## src/rtl/hps_pkg.sv

```systemverilog
package hps_pkg;

  typedef enum logic [3:0] {
    ST_DETECT,
    ST_POWER,
    ST_SETTLE,
    ST_IDREAD,
    ST_WARMUP,
    ST_MONITOR,
    ST_REC_ISSUE,
    ST_REC_WAIT,
    ST_REC_RETRY,
    ST_QUAR_EVT,
    ST_QUAR_WAIT,
    ST_QUAR_PROBE
  } seqState_e;

  typedef enum logic [2:0] {
    TS_PRESENT,
    TS_SETTLE,
    TS_WARMUP,
    TS_BACKOFF,
    TS_PROBE
  } timSel_e;

  localparam logic [1:0] STEP_TIMEOUT = 2'd0;
  localparam logic [1:0] STEP_BUSRST  = 2'd1;
  localparam logic [1:0] STEP_SCLCLK  = 2'd2;
  localparam logic [1:0] STEP_ISOLATE = 2'd3;
  localparam logic [2:0] EVT_QUAR     = 3'd4;

  // Strobes from control to datapath
  typedef struct packed {
    logic    timClr;
    timSel_e timSel;
    logic    failInc;
    logic    failClr;
    logic    attInc;
    logic    stepInc;
    logic    ladderClr;
  } dpCmd_t;

  function automatic int maxOf(input int a, input int b);
    return (a > b) ? a : b;
  endfunction

endpackage

```

## src/rtl/hps_dp.sv

```systemverilog
module hps_dp
  import hps_pkg::*;
#(
  parameter int T_PRESENT = 4,
  parameter int T_SETTLE  = 3,
  parameter int T_WARMUP  = 5,
  parameter int T_BACKOFF = 2,
  parameter int T_PROBE   = 6,
  parameter int N_MAX     = 2,
  parameter int M_FAIL    = 6,
  parameter int EW        = 4,
  parameter int AW        = 2
) (
  input  logic          clk,
  input  logic          rstN,
  input  logic          tick,
  input  dpCmd_t        cmd,
  output logic          timerHit,
  output logic          failAtLimit,
  output logic          attLast,
  output logic          stepLast,
  output logic [1:0]    step,
  output logic [AW-1:0] attempt,
  output logic [EW-1:0] failCnt
);

  localparam int MAX_FIXED = maxOf(maxOf(T_PRESENT, T_SETTLE), maxOf(T_WARMUP, T_PROBE));
  localparam int MAX_TGT   = maxOf(MAX_FIXED, T_BACKOFF * N_MAX);
  localparam int TW        = $clog2(MAX_TGT + 1);

  logic [TW-1:0] timer;
  logic [TW-1:0] target;

  always_comb begin
    unique case (cmd.timSel)
      TS_PRESENT: target = TW'(T_PRESENT);
      TS_SETTLE:  target = TW'(T_SETTLE);
      TS_WARMUP:  target = TW'(T_WARMUP);
      TS_BACKOFF: target = TW'(T_BACKOFF * (int'(attempt) + 1));
      TS_PROBE:   target = TW'(T_PROBE);
      default:    target = TW'(T_PRESENT);
    endcase
  end

  assign timerHit = tick && (timer == target - TW'(1));

  always_ff @(posedge clk) begin
    if (!rstN || cmd.timClr) timer <= '0;
    else if (tick)           timer <= timer + TW'(1);
  end

  // Consecutive failure counter, saturating
  always_ff @(posedge clk) begin
    if (!rstN || cmd.failClr)                             failCnt <= '0;
    else if (cmd.failInc && (failCnt != {EW{1'b1}}))      failCnt <= failCnt + EW'(1);
  end

  assign failAtLimit = (failCnt == EW'(M_FAIL - 1));

  // Recovery ladder position
  always_ff @(posedge clk) begin
    if (!rstN || cmd.ladderClr) begin
      step    <= STEP_TIMEOUT;
      attempt <= '0;
    end else if (cmd.stepInc) begin
      step    <= step + 2'd1;
      attempt <= '0;
    end else if (cmd.attInc) begin
      attempt <= attempt + AW'(1);
    end
  end

  assign attLast  = (attempt == AW'(N_MAX - 1));
  assign stepLast = (step == STEP_ISOLATE);

endmodule

```

## src/rtl/hps_ctrl.sv

```systemverilog
module hps_ctrl
  import hps_pkg::*;
#(
  parameter int EW = 4,
  parameter int AW = 2
) (
  input  logic          clk,
  input  logic          rstN,
  input  logic          presentRaw,
  input  logic          powerGood,
  input  logic          txnDone,
  input  logic          txnErr,
  input  logic          timerHit,
  input  logic          failAtLimit,
  input  logic          attLast,
  input  logic          stepLast,
  input  logic [1:0]    step,
  input  logic [AW-1:0] attempt,
  input  logic [EW-1:0] failCnt,
  output dpCmd_t        cmd,
  output logic          pwrEn,
  output logic          resetN,
  output logic          lowPwr,
  output logic          idReq,
  output logic          alarmOk,
  output logic          quarantined,
  output logic          degraded,
  output logic          recovReq,
  output logic [1:0]    recovStep,
  output logic          evtValid,
  output logic [2:0]    evtStep,
  output logic [EW-1:0] evtCount
);

  seqState_e state, nextState;
  logic okTxn, badTxn;

  assign okTxn  = txnDone && !txnErr;
  assign badTxn = txnDone && txnErr;

  always_ff @(posedge clk) begin
    if (!rstN) state <= ST_DETECT;
    else       state <= nextState;
  end

  always_comb begin
    nextState = state;
    cmd       = '{timClr: 1'b0, timSel: TS_PRESENT, failInc: 1'b0, failClr: 1'b0,
                  attInc: 1'b0, stepInc: 1'b0, ladderClr: 1'b0};
    unique case (state)
      ST_DETECT: begin
        cmd.timSel = TS_PRESENT;
        if (!presentRaw)   cmd.timClr = 1'b1;
        else if (timerHit) nextState = ST_POWER;
      end
      ST_POWER: begin
        if (powerGood) nextState = ST_SETTLE;
      end
      ST_SETTLE: begin
        cmd.timSel = TS_SETTLE;
        if (!powerGood)    nextState = ST_POWER;
        else if (timerHit) nextState = ST_IDREAD;
      end
      ST_IDREAD, ST_WARMUP, ST_MONITOR: begin
        cmd.timSel = TS_WARMUP;
        if (okTxn) begin
          cmd.failClr = 1'b1;
          if (state == ST_IDREAD) nextState = ST_WARMUP;
        end else if (badTxn) begin
          cmd.failInc = 1'b1;
          nextState   = failAtLimit ? ST_QUAR_EVT : ST_REC_ISSUE;
        end else if (state == ST_WARMUP && timerHit) begin
          nextState = ST_MONITOR;
        end
      end
      ST_REC_ISSUE: begin
        nextState = ST_REC_WAIT;
      end
      ST_REC_WAIT: begin
        cmd.timSel = TS_BACKOFF;
        if (timerHit) nextState = ST_REC_RETRY;
      end
      ST_REC_RETRY: begin
        cmd.timSel = TS_BACKOFF;
        if (okTxn) begin
          cmd.failClr   = 1'b1;
          cmd.ladderClr = 1'b1;
          nextState     = ST_WARMUP;
        end else if (badTxn) begin
          cmd.failInc = 1'b1;
          if (failAtLimit) begin
            nextState = ST_QUAR_EVT;
          end else if (attLast) begin
            if (stepLast) begin
              nextState = ST_QUAR_EVT;
            end else begin
              cmd.stepInc = 1'b1;
              nextState   = ST_REC_ISSUE;
            end
          end else begin
            cmd.attInc = 1'b1;
            nextState  = ST_REC_ISSUE;
          end
        end
      end
      ST_QUAR_EVT: begin
        cmd.ladderClr = 1'b1;
        nextState     = ST_QUAR_WAIT;
      end
      ST_QUAR_WAIT: begin
        cmd.timSel = TS_PROBE;
        if (timerHit) nextState = ST_QUAR_PROBE;
      end
      ST_QUAR_PROBE: begin
        cmd.timSel = TS_PROBE;
        if (okTxn) begin
          cmd.failClr   = 1'b1;
          cmd.ladderClr = 1'b1;
          nextState     = ST_DETECT;
        end else if (badTxn) begin
          nextState = ST_QUAR_WAIT;
        end
      end
      default: nextState = ST_DETECT;
    endcase

    // Presence loss overrides everything
    if (state != ST_DETECT && !presentRaw) begin
      nextState     = ST_DETECT;
      cmd.failInc   = 1'b0;
      cmd.attInc    = 1'b0;
      cmd.stepInc   = 1'b0;
      cmd.failClr   = 1'b1;
      cmd.ladderClr = 1'b1;
    end
    if (nextState != state) cmd.timClr = 1'b1;
  end

  // Moore outputs
  always_comb begin
    pwrEn       = 1'b1;
    resetN      = 1'b1;
    lowPwr      = 1'b1;
    idReq       = 1'b0;
    alarmOk     = 1'b0;
    quarantined = 1'b0;
    degraded    = 1'b0;
    recovReq    = 1'b0;
    recovStep   = step;
    evtValid    = 1'b0;
    evtStep     = {1'b0, step};
    evtCount    = EW'(attempt) + EW'(1);
    unique case (state)
      ST_DETECT: begin
        pwrEn  = 1'b0;
        resetN = 1'b0;
      end
      ST_POWER, ST_SETTLE: resetN = 1'b0;
      ST_IDREAD:           idReq  = 1'b1;
      ST_WARMUP:           lowPwr = 1'b0;
      ST_MONITOR: begin
        lowPwr  = 1'b0;
        alarmOk = 1'b1;
      end
      ST_REC_ISSUE: begin
        degraded = 1'b1;
        recovReq = 1'b1;
        evtValid = 1'b1;
      end
      ST_REC_WAIT:  degraded = 1'b1;
      ST_REC_RETRY: begin
        degraded = 1'b1;
        idReq    = 1'b1;
      end
      ST_QUAR_EVT: begin
        degraded    = 1'b1;
        quarantined = 1'b1;
        evtValid    = 1'b1;
        evtStep     = EVT_QUAR;
        evtCount    = failCnt;
      end
      ST_QUAR_WAIT: begin
        degraded    = 1'b1;
        quarantined = 1'b1;
      end
      ST_QUAR_PROBE: begin
        degraded    = 1'b1;
        quarantined = 1'b1;
        idReq       = 1'b1;
      end
      default: begin
        pwrEn  = 1'b0;
        resetN = 1'b0;
      end
    endcase
  end

endmodule

```

## src/rtl/hotplug_port_seq.sv

```systemverilog
module hotplug_port_seq
  import hps_pkg::*;
#(
  parameter int T_PRESENT = 4,
  parameter int T_SETTLE  = 3,
  parameter int T_WARMUP  = 5,
  parameter int T_BACKOFF = 2,
  parameter int T_PROBE   = 6,
  parameter int N_MAX     = 2,
  parameter int M_FAIL    = 6,
  localparam int EW = $clog2(maxOf(M_FAIL, 4 * N_MAX + 1) + 1),
  localparam int AW = $clog2(N_MAX + 1)
) (
  input  logic          clk,
  input  logic          rstN,
  input  logic          tick,
  input  logic          presentRaw,
  input  logic          powerGood,
  input  logic          txnDone,
  input  logic          txnErr,
  output logic          pwrEn,
  output logic          resetN,
  output logic          lowPwr,
  output logic          idReq,
  output logic          alarmOk,
  output logic          quarantined,
  output logic          degraded,
  output logic          recovReq,
  output logic [1:0]    recovStep,
  output logic          evtValid,
  output logic [2:0]    evtStep,
  output logic [EW-1:0] evtCount
);

  dpCmd_t        cmd;
  logic          timerHit, failAtLimit, attLast, stepLast;
  logic [1:0]    step;
  logic [AW-1:0] attempt;
  logic [EW-1:0] failCnt;

  hps_dp #(
    .T_PRESENT(T_PRESENT), .T_SETTLE(T_SETTLE), .T_WARMUP(T_WARMUP),
    .T_BACKOFF(T_BACKOFF), .T_PROBE(T_PROBE), .N_MAX(N_MAX),
    .M_FAIL(M_FAIL), .EW(EW), .AW(AW)
  ) i_dp (
    .clk(clk), .rstN(rstN), .tick(tick), .cmd(cmd),
    .timerHit(timerHit), .failAtLimit(failAtLimit), .attLast(attLast),
    .stepLast(stepLast), .step(step), .attempt(attempt), .failCnt(failCnt)
  );

  hps_ctrl #(.EW(EW), .AW(AW)) i_ctrl (
    .clk(clk), .rstN(rstN), .presentRaw(presentRaw), .powerGood(powerGood),
    .txnDone(txnDone), .txnErr(txnErr), .timerHit(timerHit),
    .failAtLimit(failAtLimit), .attLast(attLast), .stepLast(stepLast),
    .step(step), .attempt(attempt), .failCnt(failCnt), .cmd(cmd),
    .pwrEn(pwrEn), .resetN(resetN), .lowPwr(lowPwr), .idReq(idReq),
    .alarmOk(alarmOk), .quarantined(quarantined), .degraded(degraded),
    .recovReq(recovReq), .recovStep(recovStep), .evtValid(evtValid),
    .evtStep(evtStep), .evtCount(evtCount)
  );

endmodule

```

## config.mk

```make
export PLATFORM = sky130hd
export DESIGN_NAME = hotplug_port_seq
export DESIGN_NICKNAME = d
export VERILOG_FILES = /design/src/rtl/hps_pkg.sv /design/src/rtl/hps_dp.sv /design/src/rtl/hps_ctrl.sv /design/src/rtl/hotplug_port_seq.sv
export SDC_FILE = /design/constraint.sdc
export NUM_CORES = 1
export LEC_CHECK = 0
export ABC_AREA = 1
export BUFFER_PORTS_ARGS = -buffer_cell sky130_fd_sc_hd__buf_2
export CORE_UTILIZATION = 61
export DETAILED_ROUTE_END_ITERATION = 16
export PLACE_DENSITY_LB_ADDON = 0.25
export SETUP_SLACK_MARGIN = 0.4
export SYNTH_ARGS = -nofsm -noshare
export SYNTH_HDL_FRONTEND = slang
export SYNTH_HIERARCHICAL = 1
export SYNTH_SLANG_ARGS = --single-unit
```

## constraint.sdc

```tcl
create_clock -name clk -period 6 [get_ports clk]
set_clock_uncertainty 0.05 [all_clocks]
set_input_delay 0.9 -clock clk [delete_from_list [all_inputs] [get_ports clk]]
set_output_delay 0.9 -clock clk [all_outputs]
set_load 0.01 [all_outputs]
```

==> run metrics <==
Tightest Pin Transition=486.3 ps; Final Worst Setup Slack=2337 ps; Syn-to-layout area delta=10.81%; CTS Sinks=15; final-report hold violation count=0; RSZ-0062 raised after global routing=no; ys async rst share=0%; hold wc startpoint=i_dp/step[1]$_SDFFE_PP0P_; Clock Power Share=between 30% and 40%; hold-fix buffers at CTS=0; number of port buffers=24; number of enable flip-flop cells after synthesis=0; beginning of the critical path=i_ctrl/state[0]$_SDFF_PN0_; DIE WIDTH=~51 µm; Reg-to-Reg Start=i_ctrl/state[0]$_SDFF_PN0_; total track usage=slightly above 30%; Worst-Skew Late Latency=280 ps; multi-input logic area=about 0.0010 mm²; Worst path max stage delay=530 ps; first-pass GRT wire length=roughly 6000 µm; startpoint type of the worst setup path=flop; routing usage on met3=6.845%; Logic pwr share=under 10%; fmax=approximately 270 MHz; Clock Path Buffers=2; fin. max-slew vios=0; synth warn=6; synthesized area per cell=5.591 µm²; DR WL/cell=around 12 µm; Nets=approximately 310; commonest non-fill, non-tap cell in the layout=nand2_1; DR vias=~1.7k; row cnt=17; Sw Pwr=about 45 µW; Mapped Cells=267; worst-path fanout max=11; Num CTS Buffers=3; Int Pwr=131.9 µW; number of remaining DRC errors=0; PwrDens=107.1 mW/mm²; initial antenna violation count=0; CTS tree=done; Static Leak=0.9286 nW; outcome=complete, no violations; fraction of layout cells with a size suffix above 1=between 10% and 20%; GP Congestion=roughly 0.95; Setup Viol. Count Final=0; antenna cells=0; Synth Flop Type=dfxtp_1; maximum capacitance violations=0; FF+latch area=roughly 300 µm²; GR peak layer=met2; fill cell count=211; synth unique cells=27; root buffer cell=clkbuf_4; synthesized area=about 0.0015 mm²; total core area=0.002255 mm²; final design utilization=roughly 73%; Fin Setup TNS=0 ps; GRT Residual Overflow=0; peak supply drop=about 0.12 mV; Vias per Instance=around 5.2; Yosys reg bits=15; syn nets=281; min Tclk post-route=about 3700 ps; htree depth=1; Final ANT Viol Nets=0; Crit. End Element=flop; pre-CTS setup slack=2393 ps; critical path class=reg2reg; slowest stage cell, crit path=dfxtp_1; initial core utilization=approximately two thirds; fin crit share=61.04%; sequential cell area fraction in the yosys report=between 20% and 30%; largest net degree at the start of global routing=12; DP Wirelength=2995 µm; met1 Use GR=a little under two fifths; die area=roughly 0.0026 mm²; vias in the first global route=between 1k and 1.5k; Seq pwr share=between 50 and 60%; CP Data Arrival Time=3840 ps; DR iter-0 viols=92; Sw Share=between 20% and 30%; Die Y=just over 50 µm; max_slew headroom=67.51%; Ports=25; Post-CTS Setup Bufs=0; clock transition at the registers of the reported paths=approximately 90 ps; most frequent CP cell=nand2_1; TritonRoute pass-1 iters=4; worst hold path type=reg2reg; CP Data Required Time=about 6200 ps; met2 usage in global routing=roughly half; DRT Wirelength=around 3700 µm; PostCTS Resize Cnt=0; most frequent cells in the layout=nand2_1, inv_1, nor2_1
-- cells in the mapped netlist (all sizes together) (2+ instances only) --
cell type	number	area, µm²
buf	3	20.01
nor3	4	20.02
a21oi	7	35.03
ha	7	87.58
o21ai	13	65.06
nand2	94	387.9
dfxtp	15	300.3
nand3	24	130.1
nand4	2	12.51
inv	44	167.7
nor2	44	182.7
xnor2	4	35.03
-- state kept, by name, indices dropped and copies added (netlist names) --
signal        count
i_ctrl/state      4
i_dp/attempt      2
i_dp/failCnt      4
i_dp/step         2
i_dp/timer        3
-- stage by stage --
step | std cells | power [mW] | hold slack [ps] | area (µm²)
final | 320 | 0.1772 | 461.3 | 1654
after global routing | 320 | 0.1844 | 492.0 | 1654
after CTS | 320 | 0.1770 | 464.0 | 1654
after detailed placement | 316 | 0.1190 | 450.0 | 1628
after global placement | 316 | 0.1190 | 439.8 | 1628
after floorplan | 267 | 0.1131 | 419.3 | 1493
-- area by class of cell --
class / count / area share [%]
Clock buffer: 4 / 1.588
Inverter: 44 / 10.14
Sequential cell: 15 / 18.15
Tap cell: 28 / 2.118
Multi-Input combinational cell: 205 / 60.74
Timing Repair Buffer: 24 / 7.262
-- power by group through the flow --
| stage | clock [mW] | sequential (mW) | combinational, mW |
|---|---|---|---|
| finish | 0.0601 | 0.101 | 0.0162 |
| CTS | 0.0604 | 0.101 | 0.0157 |
| detailed placement | 0 | 0.103 | 0.0157 |
| floorplan | 0 | 0.103 | 0.0100 |
| global route | 0.0649 | 0.101 | 0.0183 |
| global placement | 0 | 0.103 | 0.0157 |
-- metal layers --
layer | vias up | part of all wire, % | routed length [µm]
met2 | 55 | 46 | 1693
met1 | 734 | 46 | 1709
met5 | - | 0 | 0
li1 | 874 | - | -
met4 | 0 | 0.54 | 20
met3 | 2 | 7.0 | 257
-- path summary, 6_finish.rpt --
check | endpoint | slack (ps) | cells after the start
worst max-delay path | i_dp/timer[2]$_SDFFE_PP0P_ | 2340 | 26
worst min-delay path | i_dp/step[1]$_SDFFE_PP0P_ | 460 | 2
worst max register to register | i_dp/timer[2]$_SDFFE_PP0P_ | 2340 | 26
worst min register to register | i_dp/step[1]$_SDFFE_PP0P_ | 460 | 2
-- worst max-delay path: cells and delay by family (launching register included) --
family	cells	cell delay, ps
and+or+nand+nor	18	2120
buffers and inverters	3	190
xor gates and xnor gates	1	130
DFF	1	530
adders and majority gates	1	290
AOI/OAI and AO/OA	3	310
-- cell families after synthesis --
group | count (synthesis) | share of synthesized area [%]
and+or+nand+nor | 170 | 50.13
buffers and inverters | 47 | 12.57
AOI/OAI and AO/OA | 23 | 8.382
DFF | 15 | 20.12
adders and majority gates | 7 | 5.867
xor gates and xnor gates | 5 | 2.934
No activity file was read; power rests on OpenSTA's default activity.
